==> src/rtl/dcache_maint_ctrl.sv <==
module dcache_maint_ctrl #(
  parameter int ADDR_W     = 32,
  parameter int LEN_W      = 16,
  parameter int LINE_BYTES = 32,
  parameter bit SPLIT_TAG  = 1'b1
) (
  input  logic              clk,
  input  logic              rst_n,
  input  logic              cmd_valid,
  output logic              cmd_ready,
  input  logic [1:0]        cmd_op,
  input  logic              cmd_whole,
  input  logic [ADDR_W-1:0] cmd_addr,
  input  logic [LEN_W-1:0]  cmd_len,
  input  logic              off_req,
  input  logic              flush_busy,
  output logic              inv_mode_flush,
  output logic              all_flush_we,
  output logic              all_inv_we,
  output logic              line_flush_we,
  output logic              line_inv_we,
  output logic              ptag_we,
  output logic [ADDR_W-1:0] maint_wdata,
  output logic              cache_off,
  output logic              done
);

  localparam int OFS   = $clog2(LINE_BYTES);
  localparam int SUM_W = LEN_W + 2;
  localparam int CNT_W = SUM_W - OFS;

  typedef enum logic [3:0] {
    S_IDLE, S_MODE, S_TAG, S_LINE, S_WHOLE, S_WAIT, S_RESTORE, S_OFF, S_DONE
  } state_t;

  state_t            st;
  logic [1:0]        op;
  logic              whole, dis;
  logic [ADDR_W-1:0] addr;
  logic [CNT_W-1:0]  left;

  logic [SUM_W-1:0]  span;
  state_t            line_first, after_issue;

  assign span = SUM_W'(cmd_len) + SUM_W'(cmd_addr[OFS-1:0]) + SUM_W'(LINE_BYTES - 1);
  assign line_first  = SPLIT_TAG ? S_TAG : S_LINE;
  assign after_issue = op[1] ? S_WAIT : S_DONE;

  always_ff @(posedge clk) begin
    if (!rst_n) begin
      st             <= S_IDLE;
      op             <= 2'd0;
      whole          <= 1'b0;
      dis            <= 1'b0;
      addr           <= '0;
      left           <= '0;
      inv_mode_flush <= 1'b0;
      cache_off      <= 1'b0;
    end else begin
      unique case (st)
        S_IDLE: begin
          if (off_req) begin
            op    <= 2'd2;
            whole <= 1'b1;
            dis   <= 1'b1;
            st    <= S_WHOLE;
          end else if (cmd_valid) begin
            op    <= cmd_op;
            whole <= cmd_whole;
            dis   <= 1'b0;
            addr  <= {cmd_addr[ADDR_W-1:OFS], {OFS{1'b0}}};
            left  <= span[SUM_W-1:OFS];
            if (cmd_op == 2'd0 || (!cmd_whole && cmd_len == '0))
              st <= S_DONE;
            else if (cmd_op == 2'd3)
              st <= S_MODE;
            else
              st <= cmd_whole ? S_WHOLE : line_first;
          end
        end
        S_MODE: begin
          inv_mode_flush <= 1'b1;
          st <= whole ? S_WHOLE : line_first;
        end
        S_TAG:   st <= S_LINE;
        S_LINE: begin
          addr <= addr + ADDR_W'(LINE_BYTES);
          left <= left - 1'b1;
          st   <= (left == CNT_W'(1)) ? after_issue : line_first;
        end
        S_WHOLE: st <= after_issue;
        S_WAIT: begin
          if (!flush_busy)
            st <= dis ? S_OFF : ((op == 2'd3) ? S_RESTORE : S_DONE);
        end
        S_RESTORE: begin
          inv_mode_flush <= 1'b0;
          st <= S_DONE;
        end
        S_OFF: begin
          cache_off <= 1'b1;
          st <= S_DONE;
        end
        S_DONE:  st <= S_IDLE;
        default: st <= S_IDLE;
      endcase
    end
  end

  assign cmd_ready     = (st == S_IDLE);
  assign done          = (st == S_DONE);
  assign ptag_we       = (st == S_TAG);
  assign line_inv_we   = (st == S_LINE) &&  op[0];
  assign line_flush_we = (st == S_LINE) && !op[0];
  assign all_inv_we    = (st == S_WHOLE) &&  op[0];
  assign all_flush_we  = (st == S_WHOLE) && !op[0];
  assign maint_wdata   = (st == S_WHOLE) ? ADDR_W'(1) : addr;

endmodule

==> config.mk <==
export PLATFORM = sky130hd
export DESIGN_NAME = dcache_maint_ctrl
export DESIGN_NICKNAME = d
export VERILOG_FILES = /design/src/rtl/dcache_maint_ctrl.sv
export SDC_FILE = /design/constraint.sdc
export NUM_CORES = 1
export LEC_CHECK = 0
export BUFFER_PORTS_ARGS = -buffer_cell sky130_fd_sc_hd__buf_2
export CORE_MARGIN = 1
export CORE_UTILIZATION = 30
export CTS_BUF_LIST = sky130_fd_sc_hd__clkbuf_4
export CTS_CLUSTER_DIAMETER = 50
export CTS_CLUSTER_SIZE = 20
export DETAILED_ROUTE_END_ITERATION = 7
export PLACE_DENSITY = 0.47
export SKIP_CTS_REPAIR_TIMING = 1
export SLEW_MARGIN = 20
export SYNTH_ARGS = -nofsm -noshare
export SYNTH_HDL_FRONTEND = slang
export SYNTH_SLANG_ARGS = --single-unit
==> constraint.sdc <==
create_clock -name clk -period 3.4 [get_ports clk]
set_input_delay 0.17 -clock clk [delete_from_list [all_inputs] [get_ports clk]]
set_output_delay 0.17 -clock clk [all_outputs]
set_load 0.01 [all_outputs]
=== Yosys cells after proc, flatten, opt, wreduce, memory -nomap -nowiden ===
Index checks and enable logic that the tools add are counted.

* Add/subtract/negate cells: 4
* $mul: 0
* Divide/modulo/power cells: 0
* Order comparisons: 0
* Equal/unequal tests: 15
* Shift-type cells: 0
* Mux-type cells: 26
* Bitwise logic cells: 0
* Reduce and logical (&&, ||, !) cells: 18

{| class="wikitable"
|+ Operator list
! operator !! number
|-
| 32-bit 2-to-1 mux || 3
|-
| 32-bit case mux with 2 select lines || 1
|-
| 32-bit by 6-bit adder with 32-bit output (second input constant) || 1
|-
| 4-bit 2-to-1 mux || 8
|-
| 4-bit case mux with 7 select lines || 1
|-
| 13-bit 2-to-1 mux || 2
|-
| 13-bit case mux with 2 select lines || 1
|-
| 17-bit by 5-bit adder with 18-bit output (second input constant) || 1
|-
| 16-bit by 5-bit adder with 17-bit output || 1
|-
| 4-bit by 3-bit equality test with 1-bit output (second input constant) || 4
|-
| 16-bit logical NOT || 1
|-
| 13-bit by 1-bit equality test with 1-bit output (second input constant) || 1
|-
| 13-bit by 1-bit subtractor with 13-bit output (second input constant) || 1
|-
| 3-bit 2-to-1 mux || 3
|-
| 4-bit by 2-bit equality test with 1-bit output (second input constant) || 2
|-
| 2-bit != test (second input constant) || 3
|-
| 2-bit nonzero test || 3
|-
| 1-bit logical AND || 5
|-
| 2-bit equality test (second input constant) || 2
|-
| 4-bit by 1-bit equality test with 1-bit output (second input constant) || 1
|-
| 4-bit equality test (second input constant) || 1
|-
| 4-bit logical NOT || 1
|-
| 1-bit 2-to-1 mux || 4
|-
| 2-bit 2-to-1 mux || 2
|-
| other kinds (8) || 10
|}

* Register bits after elaboration: 55
* Latch bits: 0
* RAM bits: 0
* Bits in read-only memories: 0
* Input bits: 56
* Output and inout port bits: 41
* Word-level logic and storage cells: 71
* Memories: 0

=== Depth between registers and ports, before layout ===
* Depth after elaboration: 7
* Depth in mapped cells: 9
* Gate-level depth less buffers: 9

=== Worst setup path before layout ===
Ideal clock, no wire load.

* Kind: input-to-reg
* From: in cmd_addr[4]
* To: reg left[7]
* Library setup time: 0.062 ns
* Arrival: 1.864 ns
* Required time: 3.338 ns
* Slack: 1.474 ns
* Stages on the path: 9
* Buffers on the path: 0
* Cells stage by stage: inv_1 > ha_1 > inv_1 > ha_1 > o21ai_0 > a21oi_1 > nand3_1 > or4b_1 > nand3_1

* Cells in the longest elaborated chain, start to end: 5

{| class="wikitable"
|+ Ends and longest elaborated chain
! item !! line !! text
|-
| from (decl) || 13 || <nowiki>input logic [ADDR_W-1:0] cmd_addr,</nowiki>
|-
| 16-bit by 5-bit adder with 17-bit output || 45 || <nowiki>assign span = SUM_W'(cmd_len) + SUM_W'(cmd_addr[OFS-1:0]) + SUM_W'(LINE_BYTES - 1);</nowiki>
|-
| 17-bit by 5-bit adder with 18-bit output || 45 ||
|-
| 13-bit 2-to-1 mux || 67 || <nowiki>end else if (cmd_valid) begin</nowiki>
|-
| 13-bit 2-to-1 mux || 62 || <nowiki>if (off_req) begin</nowiki>
|-
| 13-bit case mux with 2 select lines || 60 || <nowiki>unique case (st)</nowiki>
|-
| to (signal assigned) || 72 || <nowiki>left <= span[SUM_W-1:OFS];</nowiki>
|-
| to (signal assigned) || 88 || <nowiki>left <= left - 1'b1;</nowiki>
|-
| to (decl) || 40 || <nowiki>logic [CNT_W-1:0] left;</nowiki>
|}

Every way passes these cells. The select of a mux whose other input is x is not followed.
A chain may end at the register's enable or synchronous reset.

=== Final worst setup path ===
* From: reg st[1]
* To: reg left[10]

* Cells in the longest elaborated chain, start to end: 3
* Elaborated cells between the ends (all ways): 7
* Those cells by class: 3 x eq/ne; 1 x mux; 3 x reduce/logical

{| class="wikitable"
|+ Ends and longest elaborated chain
! item !! line !! text
|-
| from (decl) || 36 || <nowiki>state_t st;</nowiki>
|-
| from (signal assigned) || 78 || <nowiki>st <= cmd_whole ? S_WHOLE : line_first;</nowiki>
|-
| from (signal assigned) || 83 || <nowiki>st <= whole ? S_WHOLE : line_first;</nowiki>
|-
| from (signal assigned) || 89 || <nowiki>st <= (left == CNT_W'(1)) ? after_issue : line_first;</nowiki>
|-
| 4-bit logical NOT / 4-bit by 2-bit equality test with 1-bit output (equally long branches) || 60 ||
|-
| 2-bit != test (no source line) / 2-bit nonzero test (equally long branches) || - ||
|-
| 3-bit AND reduction (no source line) || - ||
|}

Parallel ways exist; a longest one is shown, timed or not.

==> impl_metrics.py <==
metrics = {
    "cts": {
        "cts_tree": "built",
        "cts_buffers": 5,
        "clk_pin_slew_ps": 160,
        "cts.sinks": 50,
        "clock_latency_ps": 380,
        "h-tree-depth": 2,
        "clk_path_buf_depth": 2,
        "root_buffer": "clkbuf_4",
    },
    "timing": {
        "finalSetupTns_ps": 0,
        "period_minus_slack_ps": 2390,
        "period_share_pct": 70.3,
        "slew_viol_final": 0,
        "fmax_mhz": 418,
        "hold_violations": 0,
        "finClkSkew_ps": 30.2,
        "grt_setup_unrepaired": "false",
        "relSlewSlack_pct": 38.3,
        "worstMarginPinSlew_ps": 926,
        "setup-violations-final": 0,
    },
    "cells_and_area": {
        "antenna_cells": 0,
        "area_growth_pct": 18.0,
        "final_cell_mix": "92 x buf_2, 50 x dfxtp_1, 48 x nor2_1",
        "drive_gt1_share_pct": 21.2,
        "final_common_cell": "buf_2",
        "final_cells": 757,
        "layout.nets": 655,
    },
    "route": {
        "wl_per_cell_um": 15.5,
        "dr.pass1.iters": 5,
        "viasPerCell": 5.41,
        "routed_wl_mm": 11.7,
        "drt_iter0_markers": 278,
        "vias": 4097,
        "drt.antenna.violating_nets": 0,
        "drc": 0,
    },
    "grt": {
        "grt_pass1_wl_mm": 18.8,
        "grt_pass1_vias": 3717,
        "grt_antenna_before_repair": 0,
        "overflow": 0,
        "grt_max_degree": 42,
        "gr-usage-all-layers_pct": 18.1,
    },
    "placed_design": {
        "post-place-cells": 747,
        "io_buffers": 92,
        "place_congestion": 0.834,
        "hpwl_mm": 8.48,
    },
    "worst_hold_path": {
        "hp-class": "in -> reg",
    },
    "synth": {
        "yosys_register_bits": 50,
        "async_flop_share_pct": 0,
        "synth_cell_types": 71,
        "seq_area_frac_synth_pct": 26.6,
        "synth_edf_count": 0,
        "syn_area_um2": 3760,
        "yosys_warnings": 0,
        "synthFlopType": "dfxtp_1",
        "synthCells": 510,
        "synth.avg_cell_area_um2": 7.36,
    },
    "floorplan": {
        "initial_core_util_pct": 31.0,
        "die_w_um": 114,
        "io_pins": 97,
        "die_area_um2": 13000,
        "rows": 40,
        "core-area_um2": 12100,
        "dieHeight_um": 114,
    },
    "critical_path": {
        "crit_required_ps": 3670,
        "worstPathMaxFanout": 30,
        "path_cells": "and4bb_2 > nand4_1 > o211a_1 > o21ai_0 > o211ai_1",
        "cp-start-kind": "flop",
        "critical_path.endpoint": "left[10]$_SDFFE_PN0P_",
        "reg2reg_depth": 5,
        "slowest_stage": "and4bb_2",
        "rrSetupSlack_ps": 1010,
        "cp-end-kind": "flop",
        "crit_path_max_incr_delay_ps": 790,
        "worstSetupPathType": "reg -> reg",
        "crit_arrival_ps": 2660,
        "r2r-end": "left[10]$_SDFFE_PN0P_",
        "setup.worst_path.start": "st[1]$_SDFFE_PN0P_",
        "r2r_start": "st[1]$_SDFFE_PN0P_",
    },
    "power": {
        "p_leak_uw": 0.00182,
        "power_density_nw_per_um2": 445,
        "irDropWorstVdd_v": 0.000211,
    },
    "run_status": {
        "status": "complete, no violations",
    },
    "flow_run": {
        "maxCapViolCount": 0,
    },
}
-- cells by family (layout without fill, tap and decap cells) --
| logic type | count (synthesis) | in the layout | share of synthesized area, % |
|---|---|---|---|
| AOI/OAI and AO/OA | 147 | 147 | 25.8 |
| other | 1 | 4 | 0.0998 |
| xor gates and xnor gates | 10 | 10 | 2.33 |
| muxes | 3 | 3 | 0.799 |
| and+or+nand+nor | 227 | 227 | 34.0 |
| buffers and inverters | 61 | 137 | 6.70 |
| DFF | 50 | 50 | 26.6 |
| adders and majority gates | 11 | 11 | 3.66 |
-- layout make-up --
| class | instances | area [um^2] |
|---|---|---|
| Fill cell | 1362 | 7680 |
| Multi-Input combinational cell | 402 | 2520 |
| Sequential cell | 50 | 1000 |
| Timing Repair Buffer | 101 | 533 |
| Tap cell | 168 | 210 |
| Inverter | 28 | 105 |
| Clock buffer | 6 | 45.0 |
| Clock inverter | 2 | 13.8 |
-- cell usage after synthesis, drive strengths merged (14+ instances only) --
master,number,area [um^2]
a21oi,27,135
a31oi,14,87.6
clkbuf,23,86.3
dfxtp,50,1000
inv,28,105
nand2,29,109
nand3,22,115
nand4,20,125
nor2,49,186
nor2b,27,169
nor3,14,70.1
o21ai,36,180
-- metal layers --
metal / up-vias / global-route usage [%] / share of wire [%]
li1: 2057 / - / -
met4: 0 / 2.68 / 0.32
met5: - / 0 / 0
met1: 1915 / 24.2 / 47
met3: 2 / 2.28 / 5.2
met2: 123 / 31.7 / 48
-- state kept, by name, indices dropped and copies added, names as in the netlist --
name	cells
st	4
inv_mode_flush	1
whole	1
cache_off	1
addr	27
dis	1
op	2
left	13
-- power by group --
| part | leakage (uW) | switching, uW | internal, uW | total [uW] |
|---|---|---|---|---|
| combinational | 0.00137 | 495 | 356 | 851 |
| clock | 0.0000356 | 208 | 89.8 | 297 |
| sequential | 0.000409 | 145 | 680 | 826 |
| total | 0.00182 | 848 | 1130 | 1970 |
-- critical path: cells and delay by family (launching register included) --
| kind | cells | cell delay [ps] |
|---|---|---|
| AND/OR/NAND/NOR | 2 | 1060 |
| AO/OA/AOI/OAI | 3 | 530 |
| flip-flops | 1 | 670 |
-- worst min path at each step --
stage,slack [ps],start,to,cells after the start
detailed placement,390,cmd_addr[6],addr[6]$_SDFFE_PN0P_,3
global route,20,cmd_len[14],left[9]$_SDFFE_PN0P_,2
floorplan,270,cmd_len[8],left[3]$_SDFFE_PN0P_,1
global placement,410,cmd_addr[6],addr[6]$_SDFFE_PN0P_,3
finish,20,cmd_addr[27],addr[27]$_SDFFE_PN0P_,3
CTS,-40,cmd_addr[6],addr[6]$_SDFFE_PN0P_,3
-- metrics by stage --
stage	power, uW	utilization [%]	hold WS [ps]	cell area, um^2	setup slack [ps]
floorplan	1400	-	272	3770	1470
global placement	1700	35.9	406	4350	1070
detailed placement	1690	35.9	386	4350	1050
CTS	2000	36.4	-39.2	4410	1010
global route	2140	36.6	15.1	4430	750
finish	1970	36.6	17.8	4430	1010
(Power assumes the default switching activity.)
